### config.mk
export PLATFORM = sky130hd
export DESIGN_NAME = mbox_pair
export DESIGN_NICKNAME = d
export VERILOG_FILES = /design/src/rtl/mbox_pkg.sv /design/src/rtl/mbox_fifo.sv /design/src/rtl/mbox_port.sv /design/src/rtl/mbox_pair.sv
export SDC_FILE = /design/constraint.sdc
export NUM_CORES = 1
export LEC_CHECK = 0
export ABC_AREA = 1
export CAP_MARGIN = 25
export CORE_ASPECT_RATIO = 1.5
export CORE_MARGIN = 2
export CORE_UTILIZATION = 47
export DETAILED_ROUTE_END_ITERATION = 6
export DONT_BUFFER_PORTS = 1
export PLACE_DENSITY_LB_ADDON = 0.2
export REMOVE_ABC_BUFFERS = 1
export SETUP_SLACK_MARGIN = 0.5
export SLEW_MARGIN = 40
export SYNTH_ARGS = -nofsm -noshare
export SYNTH_HDL_FRONTEND = slang
export SYNTH_SLANG_ARGS = --single-unit
export TNS_END_PERCENT = 10
### constraint.sdc
create_clock -name clk -period 7.2 [get_ports clk]
set_clock_uncertainty 0.1 [all_clocks]
set_input_delay 1.8 -clock clk [delete_from_list [all_inputs] [get_ports clk]]
set_output_delay 1.8 -clock clk [all_outputs]
set_load 0.05 [all_outputs]
### src/rtl/mbox_pkg.sv
package mbox_pkg;

  typedef enum logic [1:0] {
    REG_STAT = 2'd0,
    REG_TXD  = 2'd1,
    REG_RXD  = 2'd2,
    REG_RSVD = 2'd3
  } mbox_reg_e;

  localparam int ST_DATA = 0;
  localparam int ST_ROOM = 1;
  localparam int ST_OVF  = 2;
  localparam int ST_UDF  = 3;
  localparam int ST_W    = 4;

  function automatic logic [ST_W-1:0] pack_status(
    input logic has_data, input logic room,
    input logic ovf, input logic udf);
    logic [ST_W-1:0] s;
    s = '0;
    s[ST_DATA] = has_data;
    s[ST_ROOM] = room;
    s[ST_OVF]  = ovf;
    s[ST_UDF]  = udf;
    return s;
  endfunction

  function automatic logic irq_of(input logic has_data,
                                  input logic ovf, input logic udf);
    return has_data | ovf | udf;
  endfunction

endpackage

### src/rtl/mbox_fifo.sv
module mbox_fifo #(
  parameter int DW    = 32,
  parameter int DEPTH = 8,
  localparam int AW   = (DEPTH > 1) ? $clog2(DEPTH) : 1,
  localparam int CW   = $clog2(DEPTH + 1)
) (
  input  logic          clk,
  input  logic          rst_n,
  input  logic          push,
  input  logic          pop,
  input  logic [DW-1:0] din,
  output logic [DW-1:0] head,
  output logic          full,
  output logic          empty,
  output logic [CW-1:0] count
);

  logic [DW-1:0] mem [DEPTH];
  logic [AW-1:0] wr_ptr, rd_ptr;
  logic [CW-1:0] cnt_q;

  function automatic logic [AW-1:0] next_ptr(input logic [AW-1:0] p);
    return (p == AW'(DEPTH - 1)) ? '0 : p + AW'(1);
  endfunction

  always_ff @(posedge clk) begin
    if (push) mem[wr_ptr] <= din;
  end

  always_ff @(posedge clk) begin
    if (!rst_n) begin
      wr_ptr <= '0;
      rd_ptr <= '0;
      cnt_q  <= '0;
    end else begin
      if (push) wr_ptr <= next_ptr(wr_ptr);
      if (pop)  rd_ptr <= next_ptr(rd_ptr);
      case ({push, pop})
        2'b10:   cnt_q <= cnt_q + CW'(1);
        2'b01:   cnt_q <= cnt_q - CW'(1);
        default: cnt_q <= cnt_q;
      endcase
    end
  end

  assign head  = mem[rd_ptr];
  assign full  = (cnt_q == CW'(DEPTH));
  assign empty = (cnt_q == '0);
  assign count = cnt_q;

endmodule

### src/rtl/mbox_port.sv
module mbox_port
  import mbox_pkg::*;
#(
  parameter int DW = 32
) (
  input  logic          clk,
  input  logic          rst_n,
  input  logic          sel,
  input  logic          wr,
  input  logic [1:0]    addr,
  input  logic          tx_full,
  input  logic          rx_empty,
  input  logic [DW-1:0] rx_head,
  output logic          push_try,
  output logic          pop_try,
  output logic          tx_push,
  output logic          rx_pop,
  output logic          clr_evt,
  output logic          ovf_q,
  output logic          udf_q,
  output logic [DW-1:0] rdata,
  output logic          irq
);

  mbox_reg_e     reg_sel;
  logic          rd_acc;
  logic          ovf_evt, udf_evt;
  logic [ST_W-1:0] status;

  assign reg_sel  = mbox_reg_e'(addr);
  assign rd_acc   = sel & ~wr;
  assign push_try = sel & wr & (reg_sel == REG_TXD);
  assign pop_try  = rd_acc & (reg_sel == REG_RXD);
  assign clr_evt  = sel & wr & (reg_sel == REG_STAT);
  assign tx_push  = push_try & ~tx_full;
  assign rx_pop   = pop_try & ~rx_empty;
  assign ovf_evt  = push_try & tx_full;
  assign udf_evt  = pop_try & rx_empty;

  always_ff @(posedge clk) begin
    if (!rst_n) begin
      ovf_q <= 1'b0;
      udf_q <= 1'b0;
    end else if (clr_evt) begin
      ovf_q <= 1'b0;
      udf_q <= 1'b0;
    end else begin
      if (ovf_evt) ovf_q <= 1'b1;
      if (udf_evt) udf_q <= 1'b1;
    end
  end

  assign status = pack_status(~rx_empty, ~tx_full, ovf_q, udf_q);

  always_comb begin
    rdata = '0;
    if (rd_acc) begin
      case (reg_sel)
        REG_STAT: rdata = DW'(status);
        REG_RXD:  rdata = rx_empty ? '0 : rx_head;
        default:  rdata = '0;
      endcase
    end
  end

  assign irq = irq_of(~rx_empty, ovf_q, udf_q);

endmodule

### src/rtl/mbox_pair.sv
module mbox_pair #(
  parameter int DW    = 32,
  parameter int DEPTH = 8,
  localparam int CW   = $clog2(DEPTH + 1)
) (
  input  logic          clk,
  input  logic          rst_n,
  input  logic          a_sel,
  input  logic          a_wr,
  input  logic [1:0]    a_addr,
  input  logic [DW-1:0] a_wdata,
  output logic [DW-1:0] a_rdata,
  output logic          a_irq,
  input  logic          b_sel,
  input  logic          b_wr,
  input  logic [1:0]    b_addr,
  input  logic [DW-1:0] b_wdata,
  output logic [DW-1:0] b_rdata,
  output logic          b_irq
);

  localparam int NP = 2;

  // Index i is port i; queue i is port i's transmit queue.
  logic [NP-1:0]          p_sel, p_wr;
  logic [NP-1:0][1:0]     p_addr;
  logic [NP-1:0][DW-1:0]  p_wdata, p_rdata;
  logic [NP-1:0]          p_irq;

  logic [NP-1:0]          push_try, pop_try, tx_push, rx_pop, clr_evt;
  logic [NP-1:0]          ovf_q, udf_q;
  logic [NP-1:0]          q_full, q_empty;
  logic [NP-1:0][DW-1:0]  q_head;
  logic [NP-1:0][CW-1:0]  q_cnt;

  assign p_sel   = {b_sel, a_sel};
  assign p_wr    = {b_wr, a_wr};
  assign p_addr  = {b_addr, a_addr};
  assign p_wdata = {b_wdata, a_wdata};
  assign a_rdata = p_rdata[0];
  assign b_rdata = p_rdata[1];
  assign a_irq   = p_irq[0];
  assign b_irq   = p_irq[1];

  for (genvar i = 0; i < NP; i++) begin : g_side
    mbox_fifo #(.DW(DW), .DEPTH(DEPTH)) u_fifo (
      .clk   (clk),
      .rst_n (rst_n),
      .push  (tx_push[i]),
      .pop   (rx_pop[NP-1-i]),
      .din   (p_wdata[i]),
      .head  (q_head[i]),
      .full  (q_full[i]),
      .empty (q_empty[i]),
      .count (q_cnt[i])
    );

    mbox_port #(.DW(DW)) u_port (
      .clk      (clk),
      .rst_n    (rst_n),
      .sel      (p_sel[i]),
      .wr       (p_wr[i]),
      .addr     (p_addr[i]),
      .tx_full  (q_full[i]),
      .rx_empty (q_empty[NP-1-i]),
      .rx_head  (q_head[NP-1-i]),
      .push_try (push_try[i]),
      .pop_try  (pop_try[i]),
      .tx_push  (tx_push[i]),
      .rx_pop   (rx_pop[i]),
      .clr_evt  (clr_evt[i]),
      .ovf_q    (ovf_q[i]),
      .udf_q    (udf_q[i]),
      .rdata    (p_rdata[i]),
      .irq      (p_irq[i])
    );
  end

endmodule

==> results of run 1 <==
==> registers in the layout, indices dropped and copies added, names as in the netlist, named ones only <==
register              count
g_side.u_port.ovf_q       2
g_side.u_fifo.wr_ptr      6
g_side.u_port.udf_q       2
g_side.u_fifo.count       8
g_side.u_fifo.mem       512
g_side.u_fifo.rd_ptr      6
==> synth_stat cells, types with 2 or more instances <==
| cell type | number |
|---|---|
| nor3_1 | 6 |
| nand2_1 | 51 |
| nand3_1 | 31 |
| xor2_1 | 4 |
| or2_2 | 2 |
| inv_1 | 31 |
| o22ai_1 | 112 |
| a31oi_1 | 2 |
| nand2_2 | 4 |
| o211ai_1 | 12 |
| o31ai_1 | 2 |
| buf_1 | 3 |
| dfxtp_1 | 30 |
| nand4_1 | 5 |
| o21ai_1 | 145 |
| nand3_2 | 3 |
| clkbuf_1 | 48 |
| o211a_1 | 5 |
| nor2_2 | 7 |
| a21oi_1 | 20 |
| buf_4 | 16 |
| nor2_1 | 411 |
| buf_6 | 7 |
| ha_1 | 12 |
| buf_2 | 33 |
| nor2_4 | 3 |
| edfxtp_1 | 512 |
| o21ai_0 | 174 |
| inv_2 | 10 |
==> how the worst max path moves through the flow <==
stage	endpoint	slack, ns	startpoint	depth (start not counted)
floorplan	a_rdata[2]	0.92	register	5
global placement	a_rdata[13]	1.62	a_sel	6
detailed placement	a_rdata[4]	1.78	a_sel	7
CTS	a_rdata[4]	1.77	a_sel	7
global route	a_rdata[12]	1.64	register	7
finish	a_rdata[12]	1.88	register	7
==> critical path, cell delays in order (launching register included) <==
cell	delay (ns)
dfxtp_4	0.48
buf_12	0.24
inv_4	0.45
buf_4	0.54
o21ai_1	0.14
o22ai_1	0.14
o21ai_1	0.07
nor2_1	0.70
==> metal layers <==
metal	track usage [%]	vias up	wire (um)
li1	-	6220	-
met3	4.22	80	3170
met4	6.06	0	1090
met1	23.7	6506	18900
met5	0	-	0
met2	36.8	366	24900
==> cell families (layout without fill, tap and decap cells) <==
logic type	after synthesis	after routing
fa+ha+maj	12	12
compound gates	473	473
buf+inv	149	187
simple gates	526	526
xor+xnor	4	4
flops	542	542
==> power breakdown <==
group          internal (W)  switching (W)  total (W)
clock network       0.00163        0.00110    0.00272
registers           0.00346     0.00000831    0.00347
logic             0.0000326      0.0000924   0.000125
==> through the flow <==
stage	instance area, um2	hold slack, ns	util (%)
floorplan	21000	0.342	-
finish	24100	0.369	52.9
CTS	24000	0.371	52.8
detailed placement	22300	0.361	49.1
global placement	22300	0.359	49.0
global route	24100	0.407	52.9
==> area by class of cell <==
cell class                      instances  share of cell area (%)
Sequential cell                       542                    66.3
Multi-Input combinational cell       1015                    21.0
Clock buffer                           58                    5.31
Tap cell                              588                    3.05
Timing Repair Buffer                   59                    1.95
Clock inverter                         29                    1.66
Inverter                               41                   0.654
==> impl_metrics.py, run 1 <==
metrics = {
    "logic_synthesis": {
        "synth_seq_cells": 542,
        "syn_avg_cell_area_um2": 12.6,
        "synth_top_area_share_pct": 71.3,
        "yosys-top-cells-area": "edfxtp_1 71%, nor2_1 7.2%, o21ai_0 4.0%",
        "postSynthCellCount": 1706,
        "ys_types": 34,
        "yosys_warnings": 0,
        "netlist_area_um2": 21600,
        "synth_edf_count": 512,
        "synthAdderAreaFrac_pct": 0.696,
        "synth_ff_type": "edfxtp_1",
        "synth_top_family_by_area": "compound AO/OA/AOI/OAI gates",
        "synth_compound_area_share_pct": 11.9,
        "synth_area_leader_cell": "edfxtp_1",
        "synth_seq_area_share_pct": 74.1,
        "yosys.area_share.simple_pct": 9.81,
        "muxShareOfSynthArea_pct": 0,
        "ys_async_sr_fraction_pct": 0,
        "synth_xor_area_share_pct": 0.162,
    },
    "worst_setup_path": {
        "r2r-end": "g_side[1].u_fifo.count[1]",
        "worst_setup_path_end_kind": "output port",
        "cp_max_fo": 58,
        "critPathLaunchType": "register",
        "reg2reg_depth": 10,
        "arrival_ns": 3.42,
        "rr_startpoint": "g_side[1].u_fifo.count[2]",
        "crit_type": "reg2out",
        "ff2ff_setup_slack_ns": 4.72,
        "crit_required_ns": 5.30,
    },
    "clocking": {
        "cts_resized": 0,
        "cts-root-buf": "clkbuf_16",
        "clk_latency_ns": 0.56,
        "ctsLongestPathBuffers": 3,
        "cts.sinks": 542,
        "post_cts_buffers": 0,
        "hold_buffers": 0,
        "cts_tree": "done",
        "cts_buffers": 48,
        "path_clk_slew_ns": 0.07,
        "cts_htree_levels": 2,
    },
    "min_path": {
        "min_to": "g_side[1].u_port.ovf_q",
        "whs_path_depth": 2,
        "min_from": "g_side[1].u_port.ovf_q",
        "holdCritPathClass": "reg2reg",
    },
    "cells_and_area": {
        "area_growth_pct": 11.8,
        "multiInputGateArea_um2": 5070,
        "seqCellArea_um2": 16000,
        "nets": 1793,
        "drive_gt1_share_pct": 12.1,
        "layout_common_cells": "512 x edfxtp_1, 374 x nor2_1, 174 x o21ai_0, 145 x o21ai_1, 112 x o22ai_1",
        "final_common_cell": "edfxtp_1",
        "finalNonFillerCells": 2332,
        "diodes": 0,
        "fillCellCount": 3775,
    },
    "sta": {
        "period_minus_slack_ns": 5.32,
        "setup_slack_ns": 1.88,
        "maxSlewHeadroom_pct": 40.8,
        "setup_tns_ns": 0,
        "rsz0062_at_grt": "false",
        "slew_viol_final": 0,
        "setup_violations": 0,
        "fin_crit_sh_pct": 73.8,
        "hold_viol": 0,
        "worst_pin_slew_ns": 0.884,
        "max_freq_mhz": 188,
    },
    "place": {
        "dp_cells": 2244,
        "pre_cts_slack_ns": 1.78,
        "gp_congestion": 0.744,
        "portBuffers": 0,
        "dpl.hpwl_mm": 25.6,
    },
    "status": {
        "status": "finished clean",
    },
    "die": {
        "coreArea_um2": 45500,
        "die_area_um2": 47600,
        "fp.dieW_um": 179,
        "initial_utilization_pct": 47.4,
        "dieHeight_um": 266,
        "pin_count": 140,
        "std_cell_rows": 96,
    },
    "power": {
        "leakage_nw": 8.00,
        "fin_total_pwr_w": 0.00632,
        "powerDensity_nw_per_um2": 262,
        "max-vdd-ir-drop_v": 0.000240,
    },
    "route": {
        "drt-total-wl_mm": 48.1,
        "ant_nets": 0,
        "drtPass1Iterations": 5,
        "wl_per_cell_um": 20.6,
        "drc": 0,
        "first_iter_violations": 853,
        "num_vias": 13200,
        "avgViaCountPerCell": 5.65,
    },
    "grt": {
        "grt_start_max_net_pins": 105,
        "grt_pass1_vias": 13100,
        "grt.total_usage_pct": 20.2,
        "grt_pass1_wl_mm": 73.5,
        "grt_overflow": 0,
        "antenna_found_initial": 0,
    },
    "run": {
        "cap_viol_max_count": 0,
    },
}
Power figures use the tool's default switching activity.
==> run 2, diff against run 1 <==
==> constraint.sdc (replaced) <==
create_clock -name clk -period 4.6 [get_ports clk]
set_clock_uncertainty 0.1 [all_clocks]
set_input_delay 1.15 -clock clk [delete_from_list [all_inputs] [get_ports clk]]
set_output_delay 1.15 -clock clk [all_outputs]
set_load 0.05 [all_outputs]
==> impl_metrics.py, run 2 (synthesis results as in run 1) <==
metrics = {
    "sta": {
        "slew_viol_final": 0,
        "worst_pin_slew_ns": 0.814,
        "hold_viol": 0,
        "setup_tns_ns": 0,
        "fin_crit_sh_pct": 85.5,
        "maxSlewHeadroom_pct": 45.6,
        "setup_violations": 0,
        "max_freq_mhz": 254,
        "period_minus_slack_ns": 3.93,
        "rsz0062_at_grt": "true",
        "whs_ns": 0.374,
    },
    "clocking": {
        "hold_buffers": 0,
        "path_clk_slew_ns": 0.06,
        "ctsLongestPathBuffers": 3,
        "cts-root-buf": "clkbuf_16",
        "cts.sinks": 542,
        "clk_latency_ns": 0.56,
        "cts_htree_levels": 2,
        "cts_tree": "done",
        "cts_buffers": 49,
    },
    "route": {
        "drc": 0,
        "avgViaCountPerCell": 5.63,
        "first_iter_violations": 951,
        "wl_per_cell_um": 20.2,
        "num_vias": 13400,
        "drt-total-wl_mm": 47.9,
        "drtPass1Iterations": 5,
        "ant_nets": 0,
    },
    "place": {
        "gp_congestion": 0.763,
        "portBuffers": 0,
        "dpl.hpwl_mm": 26.7,
    },
    "power": {
        "share_comb_of_total_power_pct": 2.1,
        "p_sw_w": 0.00188,
        "swShare_pct": 19.8,
        "intPower_w": 0.00760,
        "powerDensity_nw_per_um2": 392,
        "leakage_nw": 8.15,
        "max-vdd-ir-drop_v": 0.000347,
        "p_clk_share_pct": 40.7,
        "seqPwrFrac_pct": 57.2,
    },
    "die": {
        "std_cell_rows": 96,
        "die_area_um2": 47600,
        "coreArea_um2": 45500,
        "fp.dieW_um": 179,
        "dieHeight_um": 266,
        "pin_count": 140,
        "initial_utilization_pct": 47.4,
    },
    "grt": {
        "grt_start_max_net_pins": 129,
        "grt_overflow": 0,
        "grt_pass1_wl_mm": 73.7,
        "grt_pass1_vias": 13300,
        "grt.total_usage_pct": 20.2,
        "antenna_found_initial": 0,
    },
    "worst_setup_path": {
        "max_stage_delay_ns": 0.70,
        "crit_buf_inv": 2,
        "crit_path_cell_trace": "buf_4, o21ai_0, o22ai_1, nor2_1, nor2_1, buf_4",
        "cp_slowest_cell": "dfxtp_2",
        "crit_required_ns": 3.35,
        "cpLargestDelayFamily": "buffers and inverters",
        "critPathLaunchType": "register",
        "arrival_ns": 2.68,
        "cp_max_fo": 44,
        "crit_type": "reg2out",
        "worst_setup_path_end_kind": "output port",
    },
    "status": {
        "status": "finished clean",
    },
    "cells_and_area": {
        "area_growth_pct": 12.1,
        "fillCellCount": 3765,
        "layout_common_cells": "512 x edfxtp_1, 397 x nor2_1, 174 x o21ai_0, 145 x o21ai_1, 112 x o22ai_1",
        "final_common_cell": "edfxtp_1",
        "nets": 1832,
        "diodes": 0,
        "multiInputGateArea_um2": 4990,
        "fin_util_pct": 53.1,
        "largest_register_ffs": 512,
        "drive_gt1_share_pct": 12.0,
        "seqCellArea_um2": 16000,
        "top_register": "g_side.u_fifo.mem",
    },
    "min_path": {
        "holdCritPathClass": "reg2reg",
    },
    "run": {
        "cap_viol_max_count": 0,
    },
}
## run 2: cell types whose count changed in the layout (fill, tap and decap cells not counted), sizes merged
cell	delta
buf	+38
bufinv	-9
clkinv	+6
clkbuf	+5
clkinvlp	+1
inv	+1
## run 2: path summary, 6_finish.rpt
| check | startpoint | endpoint | slack, ns | cells after the start |
|---|---|---|---|---|
| worst min-delay path | g_side[1].u_port.ovf_q | g_side[1].u_port.ovf_q | 0.37 | 2 |
| worst max-delay path | register | b_rdata[22] | 0.67 | 6 |
| worst max register to register | g_side[1].u_fifo.count[2] | g_side[1].u_fifo.count[3] | 1.83 | 12 |
| worst min register to register | g_side[1].u_port.ovf_q | g_side[1].u_port.ovf_q | 0.37 | 2 |
## run 2: cell type report
type | count | area share [%]
multi-input cells | 1015 | 20.6
well taps | 588 | 3.04
clock inverters | 28 | 0.704
inverters | 41 | 0.652
clock buffers | 63 | 5.59
repair buffers | 97 | 3.24
flip-flops and latches | 542 | 66.1
## run 2: repair_timing
item                                   4_1_cts  5_1_grt
endpoints found under the hold margin        0        0
resized for setup                            0        1
buffers inserted                             0        0
setup endpoints to repair                    0        7
## run 2: power groups by stage
| stage | sequential (W) | combinational [W] | clock (W) |
|---|---|---|---|
| 6_report | 0.00542 | 0.000199 | 0.00386 |
| 4_1_cts | 0.00542 | 0.000201 | 0.00392 |
| 5_1_grt | 0.00542 | 0.000220 | 0.00411 |
| 3_5_place_dp | 0.00553 | 0.000201 | 0 |
| 3_3_place_gp | 0.00553 | 0.000198 | 0 |
| 2_1_floorplan | 0.00554 | 0.000132 | 0 |
## run 2: worst reg2reg max path, cell delays in order (launching register included)
cell and delay (ns):
dfxtp_1 0.37, inv_2 0.07, nand2_1 0.14, nor2_4 0.09
nor2_4 0.63, buf_4 0.31, ha_1 0.24, xor2_1 0.25
nand3_1 0.11, nand2_1 0.10, nand3_1 0.06, and2_1 0.14
nor2_1 0.09
## run 2: metrics by stage
step	setup WS [ns]	cells	cell area [um2]	power, W
detailed placement	0.766	2283	22600	0.00573
CTS	0.577	2374	24200	0.00955
finish	0.667	2374	24200	0.00948
floorplan	-1.03	1598	21000	0.00567
global placement	0.852	2283	22600	0.00573
global route	0.489	2374	24200	0.00976
## run 2: layer usage
metal	track usage [%]	share of wire, %
met4	7.21	2.9
met3	4.08	6.5
met2	36.7	51
met5	0	0
met1	23.5	39
